`config.mk`:
```
export PLATFORM = sky130hd
export DESIGN_NAME = periodic_irq_timer
export DESIGN_NICKNAME = d
export VERILOG_FILES = /design/src/rtl/periodic_irq_timer.sv
export SDC_FILE = /design/constraint.sdc
export NUM_CORES = 1
export LEC_CHECK = 0
export ABC_CLOCK_PERIOD_IN_PS = 3140
export BUFFER_PORTS_ARGS = -buffer_cell sky130_fd_sc_hd__buf_2
export CAP_MARGIN = 40
export CORE_AREA = 2 2 91 93
export CTS_BUF_LIST = sky130_fd_sc_hd__clkbuf_4 sky130_fd_sc_hd__clkbuf_8
export DETAILED_ROUTE_END_ITERATION = 12
export DIE_AREA = 0 0 93 95
export PLACE_DENSITY = 0.69
export SYNTH_ARGS = -nofsm -noshare
export SYNTH_HDL_FRONTEND = slang
export SYNTH_SLANG_ARGS = --single-unit
export TNS_END_PERCENT = 30
```
`constraint.sdc`:
```
create_clock -name clk -period 3.14 [get_ports clk]
set_clock_uncertainty 0.1 [all_clocks]
set_input_delay 0.157 -clock clk [delete_from_list [all_inputs] [get_ports clk]]
set_output_delay 0.157 -clock clk [all_outputs]
set_load 0.05 [all_outputs]
```
`src/rtl/periodic_irq_timer.sv`:
```
module periodic_irq_timer #(
  parameter int CNT_W  = 16,
  parameter int PEND_W = 4,
  parameter int DIV    = 1_000_000
) (
  input  logic             clk,
  input  logic             rst_n,
  input  logic             en,
  input  logic             acc_valid,
  input  logic             acc_write,
  input  logic             acc_addr,
  input  logic [CNT_W-1:0] acc_wdata,
  output logic [CNT_W-1:0] rdata,
  output logic             irq
);
  localparam int PRE_W = $clog2(DIV + 1);
  localparam logic [PRE_W-1:0]  PRE_LAST = PRE_W'(DIV - 1);
  localparam logic [PEND_W-1:0] PEND_MAX = '1;

  logic [CNT_W-1:0]  reload_q, count_q;
  logic [PEND_W-1:0] pend_q;
  logic [PRE_W-1:0]  presc_q;

  wire wr_reload = acc_valid & acc_write & ~acc_addr;
  wire ack       = acc_valid & acc_addr;
  wire run       = en & (|reload_q);
  wire tick      = run & (presc_q == PRE_LAST);
  wire expire    = tick & (count_q <= CNT_W'(1));
  wire pend_dec  = ack & (|pend_q);
  wire pend_inc  = expire & (pend_q != PEND_MAX);

  always_ff @(posedge clk or negedge rst_n) begin
    if (!rst_n)                    presc_q <= '0;
    else if (!run || wr_reload || tick) presc_q <= '0;
    else                           presc_q <= presc_q + 1'b1;
  end

  always_ff @(posedge clk or negedge rst_n) begin
    if (!rst_n)         reload_q <= '0;
    else if (wr_reload) reload_q <= acc_wdata;
  end

  always_ff @(posedge clk or negedge rst_n) begin
    if (!rst_n)              count_q <= '0;
    else if (wr_reload)      count_q <= acc_wdata;
    else if (ack || expire)  count_q <= reload_q;
    else if (tick)           count_q <= count_q - 1'b1;
  end

  always_ff @(posedge clk or negedge rst_n) begin
    if (!rst_n)                    pend_q <= '0;
    else if (expire && !pend_dec)  pend_q <= pend_inc ? pend_q + 1'b1 : pend_q;
    else if (pend_dec && !expire)  pend_q <= pend_q - 1'b1;
  end

  assign rdata = acc_addr ? count_q : reload_q;
  assign irq   = |pend_q;
endmodule


```
==> flow_metrics.tcl <==
set metrics [dict create \
    synth-simple-area-share 0.276 \
    slowest_stage "or4_4" \
    p_comb_frac 0.331 \
    cts_tree "done" \
    yosysTopAreaCellShare 0.409 \
    track_usage 0.233 \
    avgSynthCellArea_um2 8.65 \
    grt_pass1_vias 3198 \
    clock_sink_count 56 \
    fill_cells 771 \
    synth_top_family_by_area "simple AND/OR/NAND/NOR gates" \
    wirelength_mm 9.84 \
    worst-endpoint-required_ns 3.23 \
    die_w_um 93 \
    switchingPower_w 0.000741 \
    synth_mux_area_frac 0.0555 \
    drt_iter0_drc 201 \
    cp_num_buf_inv 0 \
    clock_tree.root_cell "clkbuf_8" \
    synth_area_leaders "dfrtp_1 41%, nand2_1 10%, mux2_2 5.3%, nor2_1 4.3%, xor2_1 3.3%" \
    post_drt_wl_per_cell_um 17.3 \
    num_vias 3324 \
    synth_cell_type_count 58 \
    rows 33 \
    synth_top_area_cell "dfrtp_1" \
    crit_path_end_kind "register" \
    grt_start_max_net_pins 40 \
    dp.cells 541 \
    clk_path_buf_depth 2 \
    leakage_nw 1.89 \
    gp_congestion 0.895 \
    initial_core_util 0.432 \
    diodes 0 \
    crit_type "reg -> reg" \
    path_cells "or4_4 > o41ai_4 > nor4_4 > and2_4 > nand2_4 > ha_4 > a21o_1 > a21oi_2 > or4_4 > a21oi_1 > or3_1" \
    synth_edf_count 0 \
    via_per_inst 5.85 \
    syn_inst 396 \
    worst-slew-pin-transition_ns 0.680 \
    antenna_found_initial 0 \
    yosys_register_bits 56 \
    power_frac_seq 0.454 \
    dieArea_um2 8840 \
    ant_nets 0 \
    p_int_w 0.00120 \
    synthArstFlopShare 1.00 \
    peakVddDrop_mv 0.318 \
    worstPathMaxFanout 4 \
    syn_nets 424 \
    synth-main-ff-cell "dfrtp_1" \
    max_stage_delay_ns 0.56 \
    drc 0 \
    io_pins 39 \
    place_hpwl_mm 6.98 \
    finalCritPeriodShare 0.982 \
    clock.fmax_ghz 0.324 \
    grt_pass1_wl_mm 16.1 \
    r2r_setup_slack_ns 0.06 \
    first_pass_iters 5 \
    io_buffer_count 38 \
    max_slew_margin 0.545 \
    switching_share 0.382 \
    crit_family "simple AND/OR/NAND/NOR gates" \
    core-area_um2 7930 \
    final_cells 568 \
    min_period_ns 3.08 \
    drive_gt1_frac 0.218 \
    clkLatencyLatePin_ns 0.30 \
    setup_violations 0 \
    clock_power_share 0.216 \
    synthXorXnorAreaFrac 0.0511 \
    cts_buffers 5 \
    nets 490 \
    maxCapViolCount 0 \
    hold_path.class "in -> reg" \
    outcome "finished, final reports clean" \
    synth_compound_area_frac 0.158 \
    seq_area_frac_synth 0.409 \
    grt_overflow_total 0 \
    worstPathArrival_ns 3.18 \
    crit_top_cell "or4_4" \
    synth.most_common_cell "nand2_1" \
    path_clk_slew_ns 0.10 \
    start_kind "register" \
    syn2layout_area_growth_pct 20.5 \
    yosys_warnings 0 \
    dieHeight_um 95 \
    ys_top_cells_by_count "91 x nand2_1, 56 x dfrtp_1, 39 x nor2_1, 16 x mux2_2" \
    cellPowerDensity_nw_per_um2 471 \
    netlist_area_um2 3430 \
    slew_viol_final 0 \
    tns_ns 0 \
    htree_levels 2 \
    synthAdderAreaFrac 0.0241 \
    hold_viol 0 \
]
-- final timing paths --
path / start / end / cells after the start
max: reload_q[13] / pend_q[3] / 11
min: acc_wdata[14] / reload_q[14] / 3
max reg2reg: reload_q[13] / pend_q[3] / 11
min in group asynchronous: rst_n / count_q[7] / 2
max in group asynchronous: rst_n / presc_q[4] / 3
min reg2reg: presc_q[0] / presc_q[0] / 1
-- final cells by class --
class	instances	area [um2]	area share
Clock inverter	2	13.8	0.00333
Tap cell	105	131	0.0318
Clock buffer	6	82.6	0.0200
Sequential cell	56	1400	0.339
Inverter	4	15.0	0.00364
Multi-Input combinational cell	319	1970	0.477
Timing Repair Buffer	76	513	0.124
-- cell families after synthesis --
| group | count (synthesis) |
|---|---|
| AND/OR/NAND/NOR | 199 |
| XOR/XNOR | 20 |
| adder cells (fa/ha/maj) | 6 |
| multiplexers | 17 |
| flip-flops | 56 |
| buffers and inverters | 21 |
| AO/OA/AOI/OAI | 77 |
-- per-stage QoR --
stage | utilization | total power, W | setup WS (ns) | hold slack [ns] | area [um2]
CTS | 0.514 | 0.00193 | 0.0135 | 0.0101 | 4080
global route | 0.521 | 0.00204 | -0.0165 | 0.0314 | 4130
global placement | 0.483 | 0.00149 | 0.0946 | 0.0146 | 3830
detailed placement | 0.483 | 0.00150 | 0.0321 | 0.0130 | 3830
finish | 0.521 | 0.00194 | 0.0561 | 0.00983 | 4130
floorplan | - | 0.00130 | 0.00280 | -0.239 | 3440
-- repair_timing --
action / 4_1_cts / 5_1_grt
setup endpoints to repair: 0 / 1
resized for setup: 0 / 4
setup buffers: 0 / 4
hold buffers: 15 / 0
hold endpoints to repair: 31 / 0
-- placed cells by master, fill, tap and decap left out, types with 5 or more instances in the layout --
cell	synthesis	final
xor2_1	13	13
o21ai_1	11	11
mux2_2	16	16
xnor2_1	7	7
nand2_1	91	90
nand3_1	15	15
buf_4	1	23
dlygate4sd3_1	0	15
o21a_1	5	5
clkbuf_8	0	6
a21oi_1	15	14
nand4_1	9	9
o21ai_0	12	12
dfrtp_1	56	56
a32oi_1	6	6
buf_2	1	38
nor4_1	6	6
nor3_1	8	8
nor2_1	39	39
-- worst reg2reg max path, cell delays in order, from the launching register on --
cell	delay, ns
dfrtp_1	0.41
or4_4	0.56
o41ai_4	0.44
nor4_4	0.06
and2_4	0.15
nand2_4	0.08
ha_4	0.20
a21o_1	0.16
a21oi_2	0.21
or4_4	0.17
a21oi_1	0.07
or3_1	0.37
-- metal layers --
| layer | wire length, um | vias up | track usage |
|---|---|---|---|
| li1 | - | 1555 | - |
| met1 | 4230 | 1574 | 0.320 |
| met2 | 4560 | 175 | 0.379 |
| met3 | 847 | 20 | 0.0407 |
| met4 | 206 | 0 | 0.0711 |
| met5 | 0 | - | 0 |
-- power by group through the flow --
| stage | clock [W] | combinational (W) | sequential (W) |
|---|---|---|---|
| floorplan | 0 | 0.000426 | 0.000869 |
| global placement | 0 | 0.000602 | 0.000886 |
| detailed placement | 0 | 0.000609 | 0.000890 |
| CTS | 0.000429 | 0.000627 | 0.000877 |
| global route | 0.000452 | 0.000694 | 0.000890 |
| finish | 0.000419 | 0.000642 | 0.000881 |
-- flip-flops by register name, summed over array words and instances, names as in the netlist --
register,cells
reload_q,16
presc_q,20
pend_q,4
count_q,16
Note: power is estimated with default switching activity, not from simulation.
